--- config.mk ---
export PLATFORM = sky130hd
export DESIGN_NAME = ext_bus_wait_ctrl
export DESIGN_NICKNAME = d
export VERILOG_FILES = /design/src/rtl/ewc_pkg.sv /design/src/rtl/ewc_ack_sync.sv /design/src/rtl/ewc_wait_timer.sv /design/src/rtl/ewc_busreq.sv /design/src/rtl/ext_bus_wait_ctrl.sv
export SDC_FILE = /design/constraint.sdc
export NUM_CORES = 1
export LEC_CHECK = 0
export BUFFER_PORTS_ARGS = -buffer_cell sky130_fd_sc_hd__buf_2
export CAP_MARGIN = 10
export CORE_UTILIZATION = 43
export CTS_CLUSTER_SIZE = 14
export DETAILED_ROUTE_END_ITERATION = 8
export GPL_TIMING_DRIVEN = 0
export PLACE_DENSITY = 0.7
export SLEW_MARGIN = 10
export SYNTH_ARGS = -nofsm -noshare
export SYNTH_HDL_FRONTEND = slang
export SYNTH_HIERARCHICAL = 1
export SYNTH_SLANG_ARGS = --single-unit
--- constraint.sdc ---
create_clock -name clk -period 1.5 [get_ports clk]
set_input_delay 0.3 -clock clk [delete_from_list [all_inputs] [get_ports clk]]
set_output_delay 0.3 -clock clk [all_outputs]
set_load 0.01 [all_outputs]
--- src/rtl/ewc_pkg.sv ---
// Shared types for the external bus wait-state controller.
package ewc_pkg;
    // Access sequencer states
    typedef enum logic [1:0] {
        ST_IDLE = 2'd0,
        ST_ACT  = 2'd1,
        ST_DONE = 2'd2
    } ewc_state_t;
endpackage

--- src/rtl/ewc_ack_sync.sv ---
// Acknowledge conditioning. Passes the active-low acknowledge pin through a
// chain of STAGES flops, or bypasses the chain, depending on sync_en.
// Assumes the pin idles high (deasserted); the chain resets to that level.
module ewc_ack_sync #(
    parameter int STAGES = 2
) (
    input  logic clk,
    input  logic rst_n,
    input  logic sync_en,
    input  logic ack_n_raw,
    output logic ack_n_eff
);
    logic [STAGES-1:0] chain;

    // Shift the pin level through the synchronizer stages
    generate
        for (genvar i = 0; i < STAGES; i++) begin : g_stage
            always_ff @(posedge clk) begin
                if (!rst_n)
                    chain[i] <= 1'b1;
                else if (i == 0)
                    chain[i] <= ack_n_raw;
                else
                    chain[i] <= chain[(i == 0) ? 0 : i-1];
            end
        end
    endgenerate

    // Pick the synchronized or the direct level
    always_comb ack_n_eff = sync_en ? chain[STAGES-1] : ack_n_raw;
endmodule

--- src/rtl/ewc_wait_timer.sv ---
// Down-counter for the programmed minimum wait states. Loads the count at
// the start of an access and steps toward zero while enabled. Assumes the
// load and the decrement are never requested together.
module ewc_wait_timer #(
    parameter int CNT_W = 5
) (
    input  logic             clk,
    input  logic             rst_n,
    input  logic             load,
    input  logic [CNT_W-1:0] load_val,
    input  logic             step,
    output logic             expired
);
    logic [CNT_W-1:0] remain;

    // Load on access start, count down while the access runs
    always_ff @(posedge clk) begin
        if (!rst_n)
            remain <= '0;
        else if (load)
            remain <= load_val;
        else if (step && remain != '0)
            remain <= remain - 1'b1;
    end

    // Flag that the minimum has been served
    always_comb expired = (remain == '0);
endmodule

--- src/rtl/ewc_busreq.sv ---
// Registered bus-request output. Requests the bus while the core asks or an
// access runs. In low power it drops, or holds its value if hold is set.
module ewc_busreq (
    input  logic clk,
    input  logic rst_n,
    input  logic want,
    input  logic lowpwr,
    input  logic hold,
    output logic bus_req
);
    // Next request level, with the low-power policy applied
    always_ff @(posedge clk) begin
        if (!rst_n)
            bus_req <= 1'b0;
        else if (lowpwr)
            bus_req <= hold ? bus_req : 1'b0;
        else
            bus_req <= want;
    end
endmodule

--- src/rtl/ext_bus_wait_ctrl.sv ---
// External bus wait-state controller, top level. Runs one access at a time:
// strobe for at least the programmed wait states, then until the (optionally
// synchronized) acknowledge is seen low, then a one-cycle done pulse.
// Assumes req_i is a pulse and that grant_i reflects bus ownership.
module ext_bus_wait_ctrl
    import ewc_pkg::*;
#(
    parameter int CNT_W       = 5,
    parameter int SYNC_STAGES = 2
) (
    input  logic             clk,
    input  logic             rst_n,
    input  logic             req_i,
    input  logic [CNT_W-1:0] wait_cnt_i,
    input  logic             sync_en_i,
    input  logic             ack_n_i,
    input  logic             grant_i,
    input  logic             lowpwr_i,
    input  logic             hold_i,
    output logic             acc_stb_o,
    output logic             done_o,
    output logic             bus_req_o
);
    ewc_state_t state;
    logic       accept;
    logic       min_zero_q;
    logic       tmr_expired;
    logic       ack_n_eff;
    logic       ack_ok;
    logic       active;

    // Start condition for a new access
    always_comb accept = (state == ST_IDLE) && req_i && grant_i && !lowpwr_i;
    always_comb active = (state == ST_ACT);
    // Acknowledge counts only for the master during a running access
    always_comb ack_ok = active && grant_i && !ack_n_eff;

    ewc_ack_sync #(.STAGES(SYNC_STAGES)) u_sync (
        .clk       (clk),
        .rst_n     (rst_n),
        .sync_en   (sync_en_i),
        .ack_n_raw (ack_n_i),
        .ack_n_eff (ack_n_eff)
    );

    ewc_wait_timer #(.CNT_W(CNT_W)) u_timer (
        .clk      (clk),
        .rst_n    (rst_n),
        .load     (accept),
        .load_val (wait_cnt_i),
        .step     (active),
        .expired  (tmr_expired)
    );

    ewc_busreq u_breq (
        .clk     (clk),
        .rst_n   (rst_n),
        .want    (req_i || active),
        .lowpwr  (lowpwr_i),
        .hold    (hold_i),
        .bus_req (bus_req_o)
    );

    // Remember whether this access was programmed with zero wait states
    always_ff @(posedge clk) begin
        if (!rst_n)
            min_zero_q <= 1'b0;
        else if (accept)
            min_zero_q <= (wait_cnt_i == '0);
    end

    // Access sequencer
    always_ff @(posedge clk) begin
        if (!rst_n) begin
            state <= ST_IDLE;
        end else begin
            case (state)
                ST_IDLE: if (accept) state <= ST_ACT;
                ST_ACT:  if (tmr_expired && (min_zero_q || ack_ok)) state <= ST_DONE;
                ST_DONE: state <= ST_IDLE;
                default: state <= ST_IDLE;
            endcase
        end
    end

    // Outputs decoded from the sequencer state
    always_comb acc_stb_o = (state == ST_ACT);
    always_comb done_o    = (state == ST_DONE);
endmodule

## Yosys cells after proc, flatten, opt, wreduce, memory -nomap -nowiden

Index checks and enable logic that the tools add are counted.

| cells by class | value |
|---|---|
| add/subtract/negate cells | 1 |
| equal/unequal tests | 5 |
| muxes and demuxes | 8 |
| reductions and logical operators | 17 |

Operator list:

| kind | number |
|---|---|
| 5-bit logical NOT | 2 |
| 5-bit two-way mux | 2 |
| 1-bit logical AND | 7 |
| 5-bit nonzero test | 1 |
| 5-bit by 1-bit subtractor with 5-bit output (second input constant) | 1 |
| 2-bit two-way mux | 2 |
| 2-bit != test (second input constant) | 2 |
| 2-bit case mux with 2 select lines | 1 |
| 1-bit two-way mux | 3 |
| 2-bit by 1-bit equality test with 1-bit output (second input constant) | 1 |
| 2-bit equality test (second input constant) | 1 |
| 1-bit logical NOT | 2 |
| 2-bit logical NOT | 1 |
| 1-bit logical OR | 2 |
| 2-bit by 1-bit != test with 1-bit output (second input constant) | 1 |
| 2-bit AND reduction | 1 |
| 2-bit nonzero test | 1 |

| word-level totals | value |
|---|---|
| bits in registers | 11 |
| bits of input ports | 13 |
| word-level logic and storage cells | 37 |

## Logic depth before layout (Yosys ltp)

Gate-level depths: netlist of the first run.

| depth | value |
|---|---|
| word-level depth | 7 |
| depth in mapped cells | 6 |
| mapped depth without buffers | 6 |

## By module

The synthesis of the first run kept the hierarchy.

Modules (own cells, without submodules):

| module | instances | cells an instance | area each (µm²) | seq. area each (µm²) |
|---|---|---|---|---|
| ewc_wait_timer | 1 | 37 | 299.0 | 100.1 |
| ext_bus_wait_ctrl | 1 | 18 | 166.4 | 60.1 |
| ewc_ack_sync | 1 | 5 | 67.6 | 40.0 |
| ewc_busreq | 1 | 4 | 37.5 | 20.0 |

## Worst setup path after synthesis of the first run

OpenSTA, ideal clock, no wires.

| timing path | value |
|---|---|
| path type | reg2reg |
| start | register state[0] |
| end | register u_timer.remain[3] |
| library setup time | 80 ps |
| data arrival time | 1444 ps |
| slack | -24 ps |
| stages on the path, launching flop included | 5 |
| path buffers | 0 |
| period minus slack after synthesis | 1524 ps |
| path through | dfxtp_1 > nor2b_2 > or4b_1 > o21ai_0 > nor3b_1 |

RTL lines:

| item | RTL line | source |
|---|---|---|
| start, declared | ext_bus_wait_ctrl.sv:24 | `ewc_state_t state;` |
| start signal, assigned | ext_bus_wait_ctrl.sv:75 | `state <= ST_IDLE;` |
| start signal, assigned | ext_bus_wait_ctrl.sv:78 | `ST_IDLE: if (accept) state <= ST_ACT;` |
| start signal, assigned | ext_bus_wait_ctrl.sv:79 | `ST_ACT: if (tmr_expired && (min_zero_q \|\| ack_ok)) state <= ST_DONE;` |
| 2-bit by 1-bit equality test with 1-bit output | -- |  |
| net acc_stb_o | ext_bus_wait_ctrl.sv:20 | `output logic acc_stb_o,` |
| 1-bit logical AND | ewc_wait_timer.sv:22 | `else if (step && remain != '0)` |
| 2-bit nonzero test (no source line) | -- |  |
| end signal, assigned | ewc_wait_timer.sv:21 | `remain <= load_val;` |
| end signal, assigned | ewc_wait_timer.sv:23 | `remain <= remain - 1'b1;` |
| end, declared | ewc_wait_timer.sv:14 | `logic [CNT_W-1:0] remain;` |

The timed path passes the listed nets, and every way through them passes these cells.
A chain may end at the register's enable or synchronous reset.

## Worst setup path in the final report of the first run

| timing path | value |
|---|---|
| start | register u_timer.remain[0] |
| end | register u_timer.remain[0] |

| on the way | value |
|---|---|
| longest elaborated chain between the ends | 3 |

Ends and longest elaborated chain:

| item | RTL line |
|---|---|
| 5-bit by 1-bit subtractor with 5-bit output or 5-bit nonzero test (tied branches) | ewc_wait_timer.sv:23, ewc_wait_timer.sv:22 |
| 5-bit two-way mux or 1-bit logical AND (tied branches) | ewc_wait_timer.sv:22 |
| 5-bit two-way mux or 2-bit nonzero test (tied branches) | -- |

Several ways; a longest one is shown, not always the timed one. The select of a mux whose other input is x is not followed.

==> results.txt, run 1 <==
* Leakage power: around 0.00033 µW
- The clock passes through at most 2 buffers.
* Reg-to-reg critical path endpoint: u_timer/remain[0]$_SDFFE_PN0P_
* Clock slew at the register clock pins of the worst setup and hold paths: 0.08 ns
* Avg Inst Size Synth: 8.91 µm²
* CP endpoint: u_timer/remain[0]$_SDFFE_PN0P_
- Maximum Capacitance Violations: 0
- Once placement completed, the tool counted placed cells totaling 93.
* Hold Fails Final Rpt: 0
* Ranking of synthesized cells by instance count: 11 x sky130_fd_sc_hd__dfxtp_1, 6 x sky130_fd_sc_hd__nand2_1, 4 x sky130_fd_sc_hd__inv_1, 4 x sky130_fd_sc_hd__nor2_1
- For this run, asynchronously set or reset flops after synthesis account for 0.
- Clock period minus worst slack: 1.52 ns
* Cell types with the largest area share after synthesis: sky130_fd_sc_hd__dfxtp_1 39%, sky130_fd_sc_hd__nand2_1 3.9%, sky130_fd_sc_hd__nor4_4 3.7%
- TritonCTS created 3 clock buffers.
- The die is 38.4 µm tall.
- Total vias in the final route: 555
- The startpoint identified for the worst register-to-register timing path is u_timer/remain[0]$_SDFFE_PN0P_.
- Number of distinct standard cells referenced by the synthesized netlist: 32
* Worst path cell trace: inv_2 > ha_4 > or4b_4 > clkinv_4 > nor3_2 > o311a_1
* Placed Area: 668 µm²
- After floorplanning, the core was divided into 12 placement rows.
- 1st-pass router iterations: 4
- Wire per inst: roughly 13 µm
- Setup repair after global routing could not meet its margin everywhere.
* Global-route wire length before repair: 2080 µm
- Final cycle utilization of the critical path: 1.01
- Hold_ws: 0.219 ns
- Area of all sequential standard cells: 224 µm²
* Global routing usage summed across all routing layers: 0.215
* Synthesized area: 571 µm²
- The die covers 1480 µm².
* Number of nets in the layout: 105
- In this run the power density over the cells is a little under 900 nW/µm².
* Remaining routing DRC violations: 0
- The repair_antennas step left the layout with diodes totalling 0.
* Clk sinks: 11
- Setup ws final: -0.0185 ns
- In this run the horizontal extent of the chip is 38.4 µm.
- Clock tree root driver cell: sky130_fd_sc_hd__clkbuf_4
- Summed area of non-filler cells in the final layout: 777 µm²
- Fillers: 97
- DRT iter0 DRCs: 13
- The number of antenna violations at the first check in global routing was 0.
- The number of global-route vias before repair is 472.
* Most used standard cell by instance count after synthesis: sky130_fd_sc_hd__dfxtp_1
- Standard cell core area: roughly 1200 µm²
- When the netlist entered floorplanning its net count stood at 78.
* Area growth syn-to-layout: 36.2%
* Top-level port count: 16
- Number of instances in the synthesized netlist: 64
- The synthesized design spends more area on one cell type than any other, namely sky130_fd_sc_hd__dfxtp_1.
- Number of synthesized register bits: 11
* Critical path peak fanout: 4
* CP max stage delay: 0.50 ns
- In this run the worst hold path is classified as input port to flip-flop.
- Peak supply drop: roughly 0.0005 V
- Final setup violating endpoints: 1
* Starting utilization of the core area: 0.487
- FF-to-FF setup slack: -0.02 ns
* Largest net degree at the start of global routing: 17
- Total Wirelength: 1380 µm
- The clock reaches the later pin of the worst-skew pair after 0.27 ns.
- H-Tree Level Count: 1
- Data on the critical path is required at its endpoint by 1.66 ns.
- Among all flip-flop cells after synthesis, the most frequent one is sky130_fd_sc_hd__dfxtp_1.
- In the final layout, the share of cells above drive strength 1 is 0.444.
* Area of the multi-input gates: 350 µm²
- Result of the run: complete, but fails checks
* Yosys synthesis warning count: 6
- Cell count of the worst reg-to-reg path: 6
* Failing checks: setup timing
- The slowest stage of the critical path is the sky130_fd_sc_hd__or4b_4 cell.
- PortBufs: 15
- Counting flops with a built-in enable in the synthesized netlist gives 0.
- STA puts the critical path data arrival time at 1.68 ns.
* Post-DP HPWL: around 850 µm
- Critical Path Source Type: flip-flop
* Final std cells w/o fill: 104
- Transition time at the pin with the least slew margin: 0.298 ns
- Stages on worst setup path: 6
- The count of final max-slew check failures came to 0.
* Achievable frequency: 659 MHz
- Post-route antenna net violation count: 0
- Endpoint type of the worst setup path: flip-flop
- The setup path with the least slack is of type flip-flop to flip-flop.
- Critical path origin: u_timer/remain[0]$_SDFFE_PN0P_
- Family of cells with the greatest summed delay on the critical path: simple AND/OR/NAND/NOR gates
* Total power: approximately 680 µW
- Area share of the leading cell type in the synthesized netlist: 0.386
* Portion of the post-synthesis area used by sequential elements: 0.386
- In this run the tightest slew margin relative to its limit is 0.800.
* Worst Clk Skew: 0.00246 ns
- Total congestion overflow after global routing: 0
- Routed via count divided by cell count: 5.34
* Buffer and inverter count on the worst path: 2
* CTS tree: built
- Weighted congestion at the end of routability-driven global placement: 0.743
-- layout make-up --
class                           instances  area share
Buffer                                  1     0.00966
Clock buffer                            4      0.0338
Sequential cell                        11       0.288
Timing Repair Buffer                   22       0.164
Multi-Input combinational cell         47       0.451
Inverter                                5      0.0306
Tap cell                               14      0.0225
-- worst reg2reg max path, stage by stage (launching register included) --
cell and delay (ns):
sky130_fd_sc_hd__dfxtp_2 0.33, sky130_fd_sc_hd__inv_2 0.07, sky130_fd_sc_hd__ha_4 0.12, sky130_fd_sc_hd__or4b_4 0.50
sky130_fd_sc_hd__clkinv_4 0.09, sky130_fd_sc_hd__nor3_2 0.03, sky130_fd_sc_hd__o311a_1 0.27
-- report_power, final --
| group | internal (µW) | total (µW) | switching (µW) |
|---|---|---|---|
| clock | 103 | 212 | 109 |
| combinational | 76.2 | 149 | 72.7 |
| sequential | 308 | 321 | 12.9 |
| total | 487 | 682 | 195 |
-- metrics by stage --
stage	setup WS, ns	utilization	setup TNS, ns
final	-0.0185	0.663	-0.0185
after global routing	-0.0670	0.663	-0.161
after CTS	0.00243	0.642	0
after detailed placement	-0.143	0.571	-0.447
after global placement	-0.113	0.571	-0.317
after floorplan	0.0179	-	0
-- registers in the layout, indices dropped and copies added (netlist names) --
signal and cells:
u_sync/chain 2, min_zero_q 1, u_breq/bus_req 1, u_timer/remain 5, state 2
-- cells in the final DEF (no fill, tap or decap) --
| master | synthesis | layout |
|---|---|---|
| sky130_fd_sc_hd__a21boi_0 | 1 | 1 |
| sky130_fd_sc_hd__a21oi_1 | 3 | 3 |
| sky130_fd_sc_hd__and3_1 | 1 | 1 |
| sky130_fd_sc_hd__buf_2 | 0 | 15 |
| sky130_fd_sc_hd__buf_4 | 0 | 8 |
| sky130_fd_sc_hd__clkbuf_1 | 1 | 1 |
| sky130_fd_sc_hd__clkbuf_4 | 0 | 3 |
| sky130_fd_sc_hd__clkinv_4 | 0 | 1 |
| sky130_fd_sc_hd__dfxtp_1 | 11 | 8 |
| sky130_fd_sc_hd__dfxtp_2 | 0 | 3 |
| sky130_fd_sc_hd__ha_4 | 0 | 1 |
| sky130_fd_sc_hd__inv_1 | 4 | 2 |
| sky130_fd_sc_hd__inv_2 | 0 | 2 |
| sky130_fd_sc_hd__mux2_4 | 1 | 1 |
| sky130_fd_sc_hd__mux2i_1 | 1 | 1 |
| sky130_fd_sc_hd__nand2_1 | 6 | 6 |
| sky130_fd_sc_hd__nand2b_1 | 3 | 3 |
| sky130_fd_sc_hd__nand3_1 | 3 | 3 |
| sky130_fd_sc_hd__nand3b_1 | 1 | 1 |
| sky130_fd_sc_hd__nand4_1 | 2 | 2 |
| sky130_fd_sc_hd__nor2_1 | 4 | 4 |
| sky130_fd_sc_hd__nor2b_1 | 2 | 2 |
| sky130_fd_sc_hd__nor2b_4 | 0 | 1 |
| sky130_fd_sc_hd__nor3_1 | 1 | 1 |
| sky130_fd_sc_hd__nor3_2 | 1 | 1 |
| sky130_fd_sc_hd__nor3b_1 | 2 | 2 |
| sky130_fd_sc_hd__nor4_4 | 1 | 1 |
| sky130_fd_sc_hd__o2111ai_1 | 1 | 1 |
| sky130_fd_sc_hd__o21a_1 | 1 | 1 |
| sky130_fd_sc_hd__o21ai_0 | 3 | 3 |
| sky130_fd_sc_hd__o2bb2ai_2 | 0 | 1 |
| sky130_fd_sc_hd__o311a_1 | 1 | 1 |
| sky130_fd_sc_hd__o311ai_0 | 1 | 1 |
| sky130_fd_sc_hd__or2_1 | 1 | 1 |
| sky130_fd_sc_hd__or3_2 | 1 | 1 |
| sky130_fd_sc_hd__or4b_1 | 1 | 1 |
| sky130_fd_sc_hd__or4b_4 | 1 | 1 |
-- kinds of logic after synthesis --
group,count (synthesis),share of synthesized area
AND/OR/NAND/NOR,32,0.364
AO/OA/AOI/OAI,12,0.143
flip-flops,11,0.386
buffers and inverters,6,0.0416
multiplexers,2,0.0439
adder cells (fa/ha/maj),1,0.0219
-- timing repair --
item                                    CTS  global route
resized for setup                         8             5
endpoints found under the setup margin    5             6
cloned                                    0             0
hold buffers                              0             0
setup buffers                             5             2
pin swaps                                 1             2
-- how the worst min path moves through the flow --
| stage | start | to | cells past startpoint |
|---|---|---|---|
| 2_1_floorplan | rst_n | u_sync/chain[0]$_SDFF_PN1_ | 1 |
| 3_3_place_gp | u_sync/chain[0]$_SDFF_PN1_ | u_sync/chain[1]$_SDFF_PN1_ | 1 |
| 3_5_place_dp | u_sync/chain[0]$_SDFF_PN1_ | u_sync/chain[1]$_SDFF_PN1_ | 1 |
| 4_1_cts | ack_n_i | u_sync/chain[0]$_SDFF_PN1_ | 2 |
| 5_1_grt | ack_n_i | u_sync/chain[0]$_SDFF_PN1_ | 2 |
| 6_report | ack_n_i | u_sync/chain[0]$_SDFF_PN1_ | 2 |
-- routing by layer --
metal | up-vias | GRT usage | share of wire
li1 | 283 | - | -
met1 | 252 | 0.281 | 0.50
met2 | 18 | 0.314 | 0.45
met3 | 2 | 0.0523 | 0.037
met4 | 0 | 0.129 | 0.013
met5 | - | 0 | 0
(Power assumes the default switching activity.)
==> run 2: changes to the inputs <==
- TNS_END_PERCENT: not set -> 20
==> results.txt, run 2 (synthesis results as in run 1) <==
* Areal power density over the cells: 886 nW/µm² (was 878 nW/µm²)
- The signal arrival time at the worst endpoint came to 1.70 ns (was 1.68 ns).
- Number of CTS-inserted buffers: 3 (unchanged)
- CP required: 1.67 ns (was 1.66 ns)
- Largest net degree at the start of global routing: 17 (unchanged)
* Max FFs per register: 5 (unchanged)
- The number of port buffers came to 15 (unchanged).
- The floorplan core area was 1170 µm² (unchanged).
* Register with the most flip-flops: u_timer/remain (unchanged)
- The routed wire length on met2 is 567 µm (was 622 µm).
- Top routing layer in use: met4 (unchanged)
* Total congestion overflow after global routing: 0 (unchanged)
* Maximum root-to-sink buffer count: 2 (unchanged)
- 1st-pass router iterations: 4 (unchanged)
- The initial core utilization was 0.487 (unchanged).
* Transition time at the pin with the least slew margin: 0.304 ns (was 0.298 ns)
- Hold crit path type: input port to flip-flop (unchanged)
- Routed metal-1 wirelength: 615 µm (was 683 µm)
- Fillers: 91 (was 97)
- Number of global-route vias before repair: 399 (was 472)
* Pre-CTS setup slack: -0.143 ns (unchanged)
* DRT iter0 DRCs: 11 (was 13)
* Clock period minus worst slack: 1.54 ns (was 1.52 ns)
* Clock tree root driver cell: sky130_fd_sc_hd__clkbuf_4 (unchanged)
* Commonest non-fill, non-tap cell in the layout: sky130_fd_sc_hd__buf_2 (unchanged)
- The biggest fanout along the worst timing path was 4 (unchanged).
- The clock insertion delay at the later pin of the skew report was 0.27 ns (about the same).
- Number of inserted diodes: 0 (unchanged)
- Routed wl met3: 74 µm (was 51 µm)
* Beginning of the worst hold path: ack_n_i (unchanged)
- Weighted congestion at the end of routability-driven global placement: 0.743 (unchanged)
* Overall die area: 1480 µm² (unchanged)
* Top Registers: u_timer/remain x5, state x2, u_sync/chain x2 (unchanged)
* Placed Area: 668 µm² (unchanged)
- The number of vias after detailed routing is 536 (was 555).
* Result of the run: complete, but fails checks (unchanged)
* Summed area of non-filler cells in the final layout: 762 µm² (was 777 µm²)
* Clk sinks: 11 (unchanged)
* Setup repair after global routing missed its margin: yes (unchanged)
- Clock slew at the register clock pins of the worst setup and hold paths: 0.08 ns (about the same)
- Final cycle utilization of the critical path: 1.03 (was 1.01)
* Number of antenna violations at the first check in global routing: 0 (unchanged)
* Total count of max-transition violations in the final report: 0 (unchanged)
- Global routing usage summed across all routing layers: 0.198 (was 0.215)
* Worst reg2reg path startpoint: u_timer/remain[0]$_SDFFE_PN0P_ (unchanged)
* Setup ws final: -0.0382 ns (was -0.0185 ns)
- Global-route wire length before repair: 1890 µm (was 2080 µm)
* Cell row count: 12 (unchanged)
* Post-route antenna net violation count: 0 (unchanged)
* Worst Clk Skew: 0.00248 ns (was 0.00246 ns)
* Family of cells with the greatest summed delay on the critical path: simple AND/OR/NAND/NOR gates (unchanged)
- Die Y-Extent: 38.4 µm (unchanged)
* Die W: 38.4 µm (unchanged)
- The detailed-placement wirelength estimate came to 850 µm (unchanged).
- The worst hold slack after final layout came to 0.224 ns (was 0.219 ns).
- The detail-routed net length per standard cell came to 12.4 µm (was 13.2 µm).
- The max-cap check violation count came to 0 (unchanged).
* Fin Setup TNS: -0.0382 ns (was -0.0185 ns)
- The highest attainable clock frequency was 650 MHz (was 659 MHz).
* Endpoint type of the worst setup path: flip-flop (unchanged)
- The fraction of final layout cells sized beyond drive strength 1 was 0.416 (was 0.444).
- Routed via count divided by cell count: 5.20 (was 5.34)
* Max-Slew Margin vs Limit: 0.795 (was 0.800)
* H-Tree Level Count: 1 (unchanged)
* CP max stage delay: 0.49 ns (was 0.50 ns)
- Slowest CP cell: sky130_fd_sc_hd__or4b_4 (unchanged)
- Buffer and inverter count on the worst path: 2 (unchanged)
- Critical path origin: u_timer/remain[0]$_SDFFE_PN0P_ (unchanged)
- Peak supply drop: 0.000500 V (was 0.000490 V)
* Final setup violating endpoints: 1 (unchanged)
* Critical path class: flip-flop to flip-flop (unchanged)
- CTS tree: built (unchanged)
- Area growth syn-to-layout: 33.6% (was 36.2%)
- The DRC violations left was 0 (unchanged).
* Worst path cell trace: inv_2 > ha_4 > or4b_4 > clkinv_4 > nor3_2 > o311a_1 (unchanged)
* Leakage power: 0.000323 µW (was 0.000330 µW)
- The number of hold-slack violations in the final timing report is 0 (unchanged).
* Critical Path Source Type: flip-flop (unchanged)
* Top library cells by usage in the layout, fill and taps aside: 15 x sky130_fd_sc_hd__buf_2, 9 x sky130_fd_sc_hd__dfxtp_1, 7 x sky130_fd_sc_hd__buf_4, 6 x sky130_fd_sc_hd__nand2_1, 4 x sky130_fd_sc_hd__nor2_1 (was 15 x sky130_fd_sc_hd__buf_2, 8 x sky130_fd_sc_hd__dfxtp_1, 8 x sky130_fd_sc_hd__buf_4, 6 x sky130_fd_sc_hd__nand2_1, 4 x sky130_fd_sc_hd__nor2_1)
- The final core utilization came to 0.651 (was 0.663).
- The hold-fix buffer count after cts is 0 (unchanged).
- Failing checks: setup timing (unchanged).
- The total wirelength of the detailed-routed design is 1280 µm (was 1380 µm).
- Number of nets in the layout: 104 (was 105)
- The number of primary I/O pins is 16 (unchanged).
-- run 2: changes by cell type in the layout (fill, tap and decap cells not counted), sizes merged --
cell,change
buf,-1
-- run 2: report_power, final --
group          leakage, µW  switching (µW)  internal, µW
registers        0.0000908            12.8           308
clock network    0.0000150             109           103
logic             0.000217            69.1          74.3
-- run 2: repair_timing --
item | 4_1_cts | 5_1_grt
endpoints found under the setup margin | 5 | 6
resized for setup | 4 | 7
pin swaps | 0 | 1
setup buffers | 0 | 6
-- run 2: final cells by class --
cell class / instances / area (µm²) / share of cell area
buffer: 1 / 7.51 / 0.00985
sequential: 11 / 223 / 0.292
clock buffer: 4 / 26.3 / 0.0345
inverter: 5 / 23.8 / 0.0312
tap: 14 / 17.5 / 0.0230
timing repair buffer: 21 / 120 / 0.158
multi-input combinational: 47 / 344 / 0.452
-- run 2: worst paths after layout --
path         slack (ns)  cells after the start                              to
max reg2reg       -0.04                      6  u_timer/remain[0]$_SDFFE_PN0P_
min                0.22                      2      u_sync/chain[0]$_SDFF_PN1_
max               -0.04                      6  u_timer/remain[0]$_SDFFE_PN0P_
min reg2reg        0.43                      1      u_sync/chain[1]$_SDFF_PN1_
-- run 2: metrics by stage --
| stage | std cells | power [µW] |
|---|---|---|
| after floorplan | 64 | 398 |
| after global placement | 93 | 437 |
| after detailed placement | 93 | 440 |
| after CTS | 97 | 658 |
| after global routing | 103 | 714 |
| final | 103 | 675 |
-- run 2: worst reg2reg max path: cells and delay by family (launching register included) --
kind                     cells  cell delay [ns]
AO/OA/AOI/OAI                1             0.27
adder cells (fa/ha/maj)      1             0.13
buffers and inverters        2             0.16
flip-flops                   1             0.34
AND/OR/NAND/NOR              2             0.52
-- run 2: routing by layer --
metal | global-route usage | vias up
li1 | - | 280
met1 | 0.274 | 236
met3 | 0.0523 | 4
met5 | 0 | -
met2 | 0.263 | 16
met4 | 0.129 | 0
